$ cat config.mk
export PLATFORM = sky130hd
export DESIGN_NAME = addr_form_dec
export DESIGN_NICKNAME = d
export VERILOG_FILES = /design/src/rtl/addr_form_pkg.sv /design/src/rtl/af_dec16.sv /design/src/rtl/af_dec3264.sv /design/src/rtl/addr_form_dec.sv
export SDC_FILE = /design/constraint.sdc
export NUM_CORES = 1
export LEC_CHECK = 0
export BUFFER_PORTS_ARGS = -buffer_cell sky130_fd_sc_hd__buf_2
export CORE_MARGIN = 2
export CORE_UTILIZATION = 47
export CTS_BUF_LIST = sky130_fd_sc_hd__clkbuf_4
export DETAILED_ROUTE_END_ITERATION = 8
export PLACE_DENSITY = 0.77
export SLEW_MARGIN = 30
export SYNTH_ARGS = -nofsm -noshare
export SYNTH_HDL_FRONTEND = slang
export SYNTH_SLANG_ARGS = --single-unit
$ cat constraint.sdc
create_clock -name clk -period 1.5 [get_ports clk]
set_input_delay 0.3 -clock clk [delete_from_list [all_inputs] [get_ports clk]]
set_output_delay 0.3 -clock clk [all_outputs]
set_load 0.005 [all_outputs]
$ cat src/rtl/addr_form_pkg.sv
// Shared types for the addressing form decoder.
// Assumes a 3-bit rm/index/base field widened to 4 bits by one extension bit.
package addr_form_pkg;
    localparam int BYTE_W  = 8;
    localparam int FLD_W   = 3;
    localparam int RNUM_W  = FLD_W + 1;
    localparam int SCALE_W = 4;

    typedef enum logic [1:0] {AM16 = 2'd0, AM32 = 2'd1, AM64 = 2'd2, AMRSV = 2'd3} amode_e;
    typedef enum logic [1:0] {DSP_NONE = 2'd0, DSP_8 = 2'd1, DSP_16 = 2'd2, DSP_32 = 2'd3} disp_e;

    localparam logic [RNUM_W-1:0] RN_BX = 4'd3;
    localparam logic [RNUM_W-1:0] RN_SP = 4'd4;
    localparam logic [RNUM_W-1:0] RN_BP = 4'd5;
    localparam logic [RNUM_W-1:0] RN_SI = 4'd6;
    localparam logic [RNUM_W-1:0] RN_DI = 4'd7;

    typedef struct packed {
        logic                is_reg;
        logic [RNUM_W-1:0]   base_num;
        logic                base_ok;
        logic [RNUM_W-1:0]   idx_num;
        logic                idx_ok;
        logic [SCALE_W-1:0]  scale;
        disp_e               disp;
        logic                rip_rel;
        logic                need_sib;
    } addr_form_t;
endpackage

$ cat src/rtl/af_dec16.sv
// 16-bit width decoder: fixed base/index pair table and the 16-bit displacement rules.
// Assumes mod and rm are already split from the modrm byte; extension bits play no part.
module af_dec16
    import addr_form_pkg::*;
(
    input  logic [1:0]       i_mod,
    input  logic [FLD_W-1:0] i_rm,
    output addr_form_t       o_form
);
    // Look up the pair table and pick the displacement width.
    always_comb begin
        o_form = '0;
        if (i_mod == 2'd3) begin
            o_form.is_reg   = 1'b1;
            o_form.base_num = {1'b0, i_rm};
        end else begin
            o_form.base_ok = 1'b1;
            case (i_rm)
                3'd0: begin o_form.base_num = RN_BX; o_form.idx_num = RN_SI; o_form.idx_ok = 1'b1; end
                3'd1: begin o_form.base_num = RN_BX; o_form.idx_num = RN_DI; o_form.idx_ok = 1'b1; end
                3'd2: begin o_form.base_num = RN_BP; o_form.idx_num = RN_SI; o_form.idx_ok = 1'b1; end
                3'd3: begin o_form.base_num = RN_BP; o_form.idx_num = RN_DI; o_form.idx_ok = 1'b1; end
                3'd4: o_form.base_num = RN_SI;
                3'd5: o_form.base_num = RN_DI;
                3'd6: o_form.base_num = RN_BP;
                default: o_form.base_num = RN_BX;
            endcase
            if (o_form.idx_ok)
                o_form.scale = 4'd1;
            case (i_mod)
                2'd1: o_form.disp = DSP_8;
                2'd2: o_form.disp = DSP_16;
                default: begin
                    if (i_rm == 3'd6) begin
                        o_form.disp     = DSP_16;
                        o_form.base_ok  = 1'b0;
                        o_form.base_num = '0;
                    end
                end
            endcase
        end
    end
endmodule

$ cat src/rtl/af_dec3264.sv
// 32/64-bit width decoder: scaled-index escape, no-base and PC-relative cases.
// Assumes the extension bits arrive already forced to zero outside 64-bit width.
module af_dec3264
    import addr_form_pkg::*;
(
    input  logic [1:0]        i_mod,
    input  logic [FLD_W-1:0]  i_rm,
    input  logic [BYTE_W-1:0] i_sib,
    input  logic              i_rex_b,
    input  logic              i_rex_x,
    input  logic              i_is64,
    output addr_form_t        o_form
);
    localparam logic [FLD_W-1:0] RM_ESC   = 3'd4;
    localparam logic [FLD_W-1:0] RM_NOBAS = 3'd5;

    logic [1:0]       sib_ss;
    logic [FLD_W-1:0] sib_ix;
    logic [FLD_W-1:0] sib_bs;

    // Split the scaled-index byte into its three fields.
    always_comb begin
        sib_ss = i_sib[7:6];
        sib_ix = i_sib[5:3];
        sib_bs = i_sib[2:0];
    end

    // Resolve the addressing form for the wide widths.
    always_comb begin
        o_form = '0;
        case (i_mod)
            2'd1: o_form.disp = DSP_8;
            2'd2: o_form.disp = DSP_32;
            default: o_form.disp = DSP_NONE;
        endcase
        if (i_mod == 2'd3) begin
            o_form.is_reg   = 1'b1;
            o_form.disp     = DSP_NONE;
            o_form.base_num = {i_rex_b, i_rm};
        end else if (i_rm == RM_ESC) begin
            o_form.need_sib = 1'b1;
            o_form.base_num = {i_rex_b, sib_bs};
            o_form.base_ok  = 1'b1;
            o_form.idx_num  = {i_rex_x, sib_ix};
            o_form.idx_ok   = ({i_rex_x, sib_ix} != RN_SP);
            if (o_form.idx_ok)
                o_form.scale = 4'd1 << sib_ss;
            else
                o_form.idx_num = '0;
            if (sib_bs == RM_NOBAS && i_mod == 2'd0) begin
                o_form.base_ok  = 1'b0;
                o_form.base_num = '0;
                o_form.disp     = DSP_32;
            end
        end else if (i_rm == RM_NOBAS && i_mod == 2'd0) begin
            o_form.disp    = DSP_32;
            o_form.rip_rel = i_is64;
        end else begin
            o_form.base_num = {i_rex_b, i_rm};
            o_form.base_ok  = 1'b1;
        end
    end
endmodule

$ cat src/rtl/addr_form_dec.sv
// Top of the addressing form decoder: splits the modrm byte, gates the
// extension bits by width, selects the width-specific decode and registers it.
// Assumes inputs are stable for the setup window before each rising edge.
module addr_form_dec
    import addr_form_pkg::*;
(
    input  logic              clk,
    input  logic              rst_n,
    input  logic [BYTE_W-1:0] i_modrm,
    input  logic [BYTE_W-1:0] i_sib,
    input  logic              i_rex_b,
    input  logic              i_rex_x,
    input  logic              i_rex_r,
    input  logic [1:0]        i_amode,
    output logic              o_is_reg,
    output logic [RNUM_W-1:0] o_reg_fld,
    output logic [RNUM_W-1:0] o_base,
    output logic              o_base_ok,
    output logic [RNUM_W-1:0] o_index,
    output logic              o_index_ok,
    output logic [SCALE_W-1:0] o_scale,
    output logic [1:0]        o_disp_sz,
    output logic              o_rip_rel,
    output logic              o_need_sib
);
    logic [1:0]       mod_f;
    logic [FLD_W-1:0] reg_f;
    logic [FLD_W-1:0] rm_f;
    logic             is16;
    logic             is64;
    logic             rb_g;
    logic             rx_g;
    logic             rr_g;
    addr_form_t       form16;
    addr_form_t       form_w;
    addr_form_t       form_sel;
    addr_form_t       form_q;
    logic [RNUM_W-1:0] regfld_d;
    logic [RNUM_W-1:0] regfld_q;

    // Split modrm and gate the extension bits by address width.
    always_comb begin
        mod_f = i_modrm[7:6];
        reg_f = i_modrm[5:3];
        rm_f  = i_modrm[2:0];
        is16  = (i_amode == AM16);
        is64  = (i_amode == AM64);
        rb_g  = i_rex_b & is64;
        rx_g  = i_rex_x & is64;
        rr_g  = i_rex_r & is64;
        regfld_d = {rr_g, reg_f};
    end

    af_dec16 u_dec16 (
        .i_mod  (mod_f),
        .i_rm   (rm_f),
        .o_form (form16)
    );

    af_dec3264 u_decw (
        .i_mod   (mod_f),
        .i_rm    (rm_f),
        .i_sib   (i_sib),
        .i_rex_b (rb_g),
        .i_rex_x (rx_g),
        .i_is64  (is64),
        .o_form  (form_w)
    );

    // Pick the decode that matches the address width.
    always_comb begin
        form_sel = is16 ? form16 : form_w;
    end

    // Output register stage with synchronous active-low reset.
    always_ff @(posedge clk) begin
        if (!rst_n) begin
            form_q   <= '0;
            regfld_q <= '0;
        end else begin
            form_q   <= form_sel;
            regfld_q <= regfld_d;
        end
    end

    // Drive the ports from the registered form.
    always_comb begin
        o_is_reg   = form_q.is_reg;
        o_reg_fld  = regfld_q;
        o_base     = form_q.base_num;
        o_base_ok  = form_q.base_ok;
        o_index    = form_q.idx_num;
        o_index_ok = form_q.idx_ok;
        o_scale    = form_q.scale;
        o_disp_sz  = form_q.disp;
        o_rip_rel  = form_q.rip_rel;
        o_need_sib = form_q.need_sib;
    end
endmodule

==> results of run 1 <==
## per-layer routing
| metal | track usage, % | routed length (um) |
|---|---|---|
| met1 | 19.77 | 861 |
| met2 | 27.78 | 940 |
| met3 | 3.030 | 152 |
| met4 | 8.333 | 32 |
| met5 | 0 | 0 |
## worst max-delay path by stage
stage | from | to | slack (ns)
final | i_modrm[7] | o_scale[2] | 0.29
after global routing | i_modrm[7] | o_scale[1] | 0.26
after CTS | i_modrm[7] | o_scale[1] | 0.31
after detailed placement | i_modrm[6] | o_scale[1] | -0.004
after global placement | i_modrm[6] | o_scale[2] | 0.02
after floorplan | i_modrm[6] | o_scale[2] | 0.16
## through the flow
stage | hold slack, ns | setup TNS, ns | util, %
after floorplan | 0.4104 | 0 | -
after global placement | 0.5041 | 0 | 61.87
after detailed placement | 0.5075 | -0.006770 | 61.87
after CTS | 0.1976 | 0 | 63.38
after global routing | 0.1874 | 0 | 63.38
final | 0.1984 | 0 | 63.38
## worst max-delay path, stage by stage
cell and delay, ns:
buf_2 0.13, ha_1 0.26, and2b_1 0.26, nand3_2 0.13, a31oi_4 0.21, and3b_1 0.17
## power groups by stage
| stage | clock network (mW) | logic (mW) | registers, mW |
|---|---|---|---|
| final | 0.280 | 0.167 | 0.639 |
| after global routing | 0.319 | 0.185 | 0.642 |
| after CTS | 0.292 | 0.167 | 0.639 |
| after detailed placement | 0 | 0.166 | 0.653 |
| after global placement | 0 | 0.164 | 0.653 |
| after floorplan | 0 | 0.0878 | 0.658 |
## cells by family after synthesis
family	Yosys count	share of synthesized area [%]
and+or+nand+nor	41	25.63
AOI/OAI and AO/OA	23	16.67
DFF	23	46.46
buffers and inverters	10	6.186
adders and majority gates	4	5.051
## cell usage in the layout (no fill, tap or decap), drive strengths merged, types with 2 or more instances in the layout
master | netlist | routed
nor2 | 8 | 8
dfxtp | 23 | 23
a21o | 3 | 3
ha | 4 | 4
or2 | 2 | 2
buf | 4 | 47
nor3b | 2 | 2
a31oi | 2 | 2
nand3b | 4 | 4
nand2 | 6 | 6
and3b | 2 | 2
o21ai | 6 | 6
inv | 6 | 6
a21oi | 5 | 5
nand3 | 3 | 3
and2 | 4 | 4
nor3 | 4 | 4
and3 | 2 | 2
clkbuf | 0 | 4
## cell type report
class / instances / area share, %
Multi-Input combinational cell: 68 / 37.35
Sequential cell: 23 / 36.65
Timing Repair Buffer: 47 / 19.12
Tap cell: 27 / 2.689
Clock buffer: 4 / 2.390
Inverter: 6 / 1.793
==> out/results.txt, run 1 <==
initial antenna violation count -> 0
routed wire length -> 1.987 mm
CTS H-Tree Depth -> 1
most frequent cell after synthesis -> dfxtp_1
Synth area leader -> dfxtp_1
Post-Layout Cell Count -> 175
clock share of power -> 25.8%
postcts setup bufs -> 0
maximum VDD drop -> 405.4 uV
Crit Path Max Fanout -> 6
Area growth, synth to finish -> 26.77%
DP Area -> 0.001226 mm2
Syn. warnings -> 0
global-route wire length before repair -> 3.125 mm
critical path class -> primary input to flip-flop
Clk pin slew, worst setup/hold paths -> 0.11 ns
Syn Nets -> 128
IO Count -> 46
FMAX -> 0.8254 GHz
EDFF count, synth -> 0
vias per std cell -> 5.040
Synth area leaders -> dfxtp_1, ha_1, buf_6
starting density of the core -> 50.00%
cell area after layout -> 0.001256 mm2
CP Capture Type -> flip-flop
post-cts sizing count -> 0
Post-CTS Hold Buffers -> 0
DP HPWL -> 1.578 mm
sequential fraction of the synthesis area -> 46.46%
post-synth cell types -> 38
worst-margin pin slew -> 0.3609 ns
Avg WL per Cell -> 11.35 um
DR iter-0 viols -> 14
maximum capacitance violations -> 0
combinational share of power -> 15.4%
outcome -> finished clean
asr flop ratio synth -> 0%
RePlAce Congestion -> 0.8780
total CTS buffers -> 3
pin count of the biggest net entering global routing -> 13
final hold violation count -> 0
CP startpoint kind -> primary input
die outline width -> 49.92 um
vias in the first global route -> 767
Max Slew Vio Count -> 0
post-synth top area share -> 46.46%
Place WS -> -0.004125 ns
final worst-path cycle share -> 80.77%
row count -> 16
Sequential Area -> 460.4 um2
Clock Sinks -> 23
Tot Pwr -> 1.086 mW
layout cells sized above 1 -> 40.54%
GRT Util Overall -> 16.44%
number of synthesized register bits -> 23
HP Start -> i_rex_r
vias after detailed routing -> 882
Hold Crit Endpoint -> o_reg_fld[3]
Cell Area, Synth -> 991.0 um2
Longest Clk Path Bufs -> 2
Placed Cells -> 171
Reg power frac -> 58.8%
prevailing post-synth register cell -> dfxtp_1
nets -> 176
PnR worst setup slack -> 0.2884 ns
area taken by multi-input logic gates -> 469.2 um2
Die H -> 49.92 um
Hold Path Class -> primary input to flip-flop
Synth Instances -> 101
Sw Pwr -> 251.4 uW
Int Pwr -> 834.6 uW
RSZ-0062 raised after global routing -> false
crit path DAT -> 1.46 ns
core area -> 0.001982 mm2
Synth top cells by count -> dfxtp_1, nor2_1, nand2_1
DRC viols -> 0
fin crit period -> 1.212 ns
setup violators final -> 0
DIE AREA -> 0.002492 mm2
leak pwr -> 0.6614 nW
Sw Share -> 23.15%
Root Driver -> clkbuf_4
TritonCTS clock tree -> done
TritonRoute pass-1 iters -> 4
Filler Cells Inserted -> 166
Min-Delay Path Depth -> 2
Slew Limit Headroom -> 75.94%
CP required -> 1.75 ns
n_diodes -> 0
Routed Antenna Nets -> 0
Cell Pwr Density -> 864.5 mW/mm2
total grt overflow -> 0
I/O Buffers -> 45
Post-Syn Area per Cell -> 9.811 um2
(Power assumes the default switching activity.)
==> inputs of run 2 (changes only) <==
==> constraint.sdc (replaced) <==
create_clock -name clk -period 1.2 [get_ports clk]
set_input_delay 0.24 -clock clk [delete_from_list [all_inputs] [get_ports clk]]
set_output_delay 0.24 -clock clk [all_outputs]
set_load 0.005 [all_outputs]
==> out/results.txt, run 2 (synthesized netlist as in run 1, its figures left out) <==
Hold Path Class -> primary input to flip-flop
die outline width -> 49.92 um
n_diodes -> 0
GRT Util Overall -> 19.31%
Post-CTS Hold Buffers -> 0
setup_tns -> 0 ns
FMAX -> 0.9607 GHz
row count -> 16
core area -> 0.001982 mm2
Max Slew Vio Count -> 0
most common cell after layout, fill and taps aside -> buf_2
maximum VDD drop -> 540.4 uV
vias after detailed routing -> 958
maximum capacitance violations -> 0
vias in the first global route -> 932
most frequent cells in the layout -> buf_2, dfxtp_1, buf_4, nor2_1, nand2_1
Place WS -> -0.1852 ns
Longest Clk Path Bufs -> 2
DIE AREA -> 0.002492 mm2
nets -> 189
global-route wire length before repair -> 3.774 mm
final worst-path cycle share -> 86.75%
Clock Sinks -> 23
DR iter-0 viols -> 14
starting density of the core -> 50.00%
Slew Limit Headroom -> 76.87%
Crit Path Max Fanout -> 4
Clk pin slew, worst setup/hold paths -> 0.11 ns
worst-path cell chain -> buf_2, inv_1, ha_4, nand4bb_1, nor2_1, a21oi_1, o21ai_0
Worst Setup SP -> i_modrm[6]
IO Count -> 46
worst-margin pin slew -> 0.3462 ns
slowest cell on the critical path -> ha_4
final hold slack -> 0.1519 ns
layout cells sized above 1 -> 46.58%
Cell Pwr Density -> 1003 mW/mm2
DP HPWL -> 1.829 mm
final hold violation count -> 0
setup violators final -> 0
cell family with most CP delay -> simple AND/OR/NAND/NOR gates
initial antenna violation count -> 0
PnR worst setup slack -> 0.1591 ns
CP max stage delay -> 0.23 ns
RePlAce Congestion -> 0.9177
leak pwr -> 0.7329 nW
crit path DAT -> 1.26 ns
CTS H-Tree Depth -> 1
Filler Cells Inserted -> 169
CP required -> 1.42 ns
RSZ-0062 raised after global routing -> false
vias per std cell -> 5.096
CP Capture Type -> flip-flop
Die H -> 49.92 um
critical path class -> primary input to flip-flop
HP Start -> i_modrm[4]
DRC viols -> 0
outcome -> finished clean
fin crit period -> 1.041 ns
TritonCTS clock tree -> done
Routed Antenna Nets -> 0
Area growth, synth to finish -> 41.67%
Tot Pwr -> 1.409 mW
I/O Buffers -> 45
Root Driver -> clkbuf_4
pin count of the biggest net entering global routing -> 13
TritonRoute pass-1 iters -> 4
total CTS buffers -> 3
CP startpoint kind -> primary input
Buf+Inv Stages, Crit Path -> 2
Avg WL per Cell -> 11.73 um
total grt overflow -> 0
routed wire length -> 2.206 mm
-- run 2: cell types whose count changed in the layout (fill, tap and decap cells not counted) --
| cell | previous run | this run |
|---|---|---|
| buf_12 | 0 | 2 |
| buf_4 | 2 | 13 |
| ha_1 | 4 | 2 |
| ha_4 | 0 | 2 |
-- run 2: cell type report --
class / count / area (um2) / share of cell area (%)
multi-input combinational: 68 / 494.2 / 35.20
sequential: 23 / 460.4 / 32.80
timing repair buffer: 60 / 362.8 / 25.85
tap: 27 / 33.78 / 2.406
clock buffer: 4 / 30.03 / 2.139
inverter: 6 / 22.52 / 1.604
-- run 2: power by group --
group / switching, mW / internal [mW]
combinational: 0.123 / 0.135
clock: 0.200 / 0.152
sequential: 0.00647 / 0.793
-- run 2: metal layers --
metal  track usage (%)  up-vias  share of wire [%]
li1                  -      476                  -
met4             7.870        0                1.8
met5                 0        -                  0
met1             22.60      428                 42
met3             3.939        5                8.3
met2             34.00       49                 48
-- run 2: metrics by stage --
stage	instance area, um2	instances	utilization [%]
after detailed placement	1361	184	68.69
after floorplan	1003	101	-
after global routing	1404	188	70.83
after CTS	1391	188	70.20
after global placement	1361	184	68.69
final	1404	188	70.83
-- run 2: path summary, 6_finish.rpt --
check,slack (ns),end,cells past startpoint
min,0.15,o_reg_fld[1],2
max,0.16,o_disp_sz[1],7
-- run 2: repair_timing --
action                                  4_1_cts  5_1_grt
setup buffers                                 0        0
endpoints found under the setup margin        0        1
resized for setup                             0        1
==> inputs of run 3 (changes only) <==
--- a/config.mk
+++ b/config.mk
@@ -7,11 +7,12 @@
 export LEC_CHECK = 0
 export BUFFER_PORTS_ARGS = -buffer_cell sky130_fd_sc_hd__buf_2
 export CORE_MARGIN = 2
-export CORE_UTILIZATION = 47
+export CORE_UTILIZATION = 50
 export CTS_BUF_LIST = sky130_fd_sc_hd__clkbuf_4
 export DETAILED_ROUTE_END_ITERATION = 8
-export PLACE_DENSITY = 0.77
+export PLACE_DENSITY = 0.76
 export SLEW_MARGIN = 30
 export SYNTH_ARGS = -nofsm -noshare
 export SYNTH_HDL_FRONTEND = slang
+export SYNTH_HIERARCHICAL = 1
 export SYNTH_SLANG_ARGS = --single-unit
==> out/results.txt, run 3 <==
FMAX -> 0.7280 GHz
Routed Antenna Nets -> 0
DR iter-0 viols -> 23
final hold violation count -> 0
post-synth cell types -> 37
cell family with most CP delay -> simple AND/OR/NAND/NOR gates
outcome -> finished, violations left
asr flop ratio synth -> 0%
EDFF count, synth -> 0
n_diodes -> 0
DIE AREA -> 0.003158 mm2
total grt overflow -> 0
fin util -> 72.92%
crit path DAT -> 1.61 ns
vias per std cell -> 5.195
setup_tns -> -1.383 ns
Clock Sinks -> 23
CP required -> 1.43 ns
TritonRoute pass-1 iters -> 4
Post-CTS Hold Buffers -> 0
most frequent cells in the layout -> buf_2, dfxtp_1, buf_4, nand2_1, o211ai_1
TritonCTS clock tree -> done
maximum VDD drop -> 688.1 uV
I/O Buffers -> 45
prevailing post-synth register cell -> dfxtp_1
RSZ-0062 raised after global routing -> true
cell area after layout -> 0.001839 mm2
Synth top cells by count -> dfxtp_1, nand2_1, o211ai_1
nets -> 250
vias in the first global route -> 1,200
number of synthesized register bits -> 23
vias after detailed routing -> 1,304
CP max stage delay -> 0.56 ns
die outline width -> 56.20 um
DRC viols -> 0
GRT Util Overall -> 20.27%
critical path class -> primary input to flip-flop
Hold Path Class -> primary input to flip-flop
maximum capacitance violations -> 0
Longest Clk Path Bufs -> 2
routed wire length -> 3.249 mm
total CTS buffers -> 3
Root Driver -> clkbuf_4
Cell Pwr Density -> 859.3 mW/mm2
Synth area leader -> dfxtp_1
CP Capture Type -> flip-flop
DP Area -> 0.001692 mm2
Buf+Inv Stages, Crit Path -> 1
Die H -> 56.20 um
initial antenna violation count -> 0
setup violators final -> 12
PnR worst setup slack -> -0.1736 ns
worst-path cell chain -> buf_8, ha_4, or4b_4, nor2_2, a32o_1, o211ai_1, o21ai_1
CP startpoint kind -> primary input
sequential fraction of the synthesis area -> 33.79%
global-route wire length before repair -> 5.250 mm
Cell Area, Synth -> 0.001363 mm2
IO Count -> 46
layout cells sized above 1 -> 42.99%
Avg WL per Cell -> 12.94 um
Synth area leaders -> dfxtp_1, o211ai_1, buf_4
post-synth top area share -> 33.79%
failing checks -> negative setup slack
most common cell after layout, fill and taps aside -> buf_2
CTS H-Tree Depth -> 1
Clk pin slew, worst setup/hold paths -> 0.13 ns
fin crit period -> 1.374 ns
Syn. warnings -> 6
Synth Instances -> 162
slowest cell on the critical path -> or4b_4
row count -> 18
most frequent cell after synthesis -> dfxtp_1
Area growth, synth to finish -> 34.99%
DP HPWL -> 2.288 mm
starting density of the core -> 54.02%
pin count of the biggest net entering global routing -> 43
Post-Syn Area per Cell -> 8.411 um2
Crit Path Max Fanout -> 3
core area -> 0.002522 mm2
final hold slack -> 0.1378 ns
final worst-path cycle share -> 114.5%
leak pwr -> 0.8704 nW
Max Slew Vio Count -> 0
RePlAce Congestion -> 0.8414
[run 3: power by group]
part	switching [mW]	total, mW	internal (mW)
Sequential	0.00716	0.808	0.801
Clock	0.230	0.382	0.152
Combinational	0.198	0.391	0.192
[run 3: logic make-up (layout without fill, tap and decap cells)]
logic type,Yosys count,in the layout,share of synthesized area [%]
AO/OA/AOI/OAI,50,50,25.16
adder cells (fa/ha/maj),5,5,4.591
buffers and inverters,30,83,13.31
flip-flops,23,23,33.79
multiplexers,1,1,0.7346
other,1,7,0.2752
AND/OR/NAND/NOR,52,52,22.13
[run 3: path summary, 6_finish.rpt]
kind / start / to / cells past startpoint
setup / recovery: i_modrm[6] / o_base[2] / 7
hold / removal: i_modrm[3] / o_reg_fld[0] / 2
[run 3: metal layers]
| metal | track usage (%) | wire length, um | vias to the layer above | share of wire [%] |
|---|---|---|---|---|
| li1 | - | - | 663 | - |
| met2 | 36.81 | 1779 | 45 | 55 |
| met1 | 24.07 | 1273 | 590 | 39 |
| met5 | 0 | 0 | - | 0 |
| met4 | 7.823 | 67 | 0 | 2.1 |
| met3 | 2.326 | 129 | 6 | 4.0 |
[run 3: what timing repair did]
item,CTS,global route
setup endpoints to repair,14,17
pin swaps,4,3
gates resized for setup,13,11
cloned,0,0
setup buffers,2,2
[run 3: cell type report]
cell class,instances,area [um2]
Multi-Input combinational cell,115,817.0
Sequential cell,23,460.4
Inverter,9,41.29
Fill cell,196,683.2
Clock buffer,4,30.03
Tap cell,30,37.54
Timing Repair Buffer,70,452.9
[run 3: per-stage QoR]
stage               setup slack [ns]  instances  power (mW)
floorplan                    -0.3355        168       1.035
CTS                          -0.1599        249       1.548
global route                 -0.2470        251       1.655
finish                       -0.1736        251       1.580
detailed placement           -0.5887        243       1.174
global placement             -0.4777        243       1.159
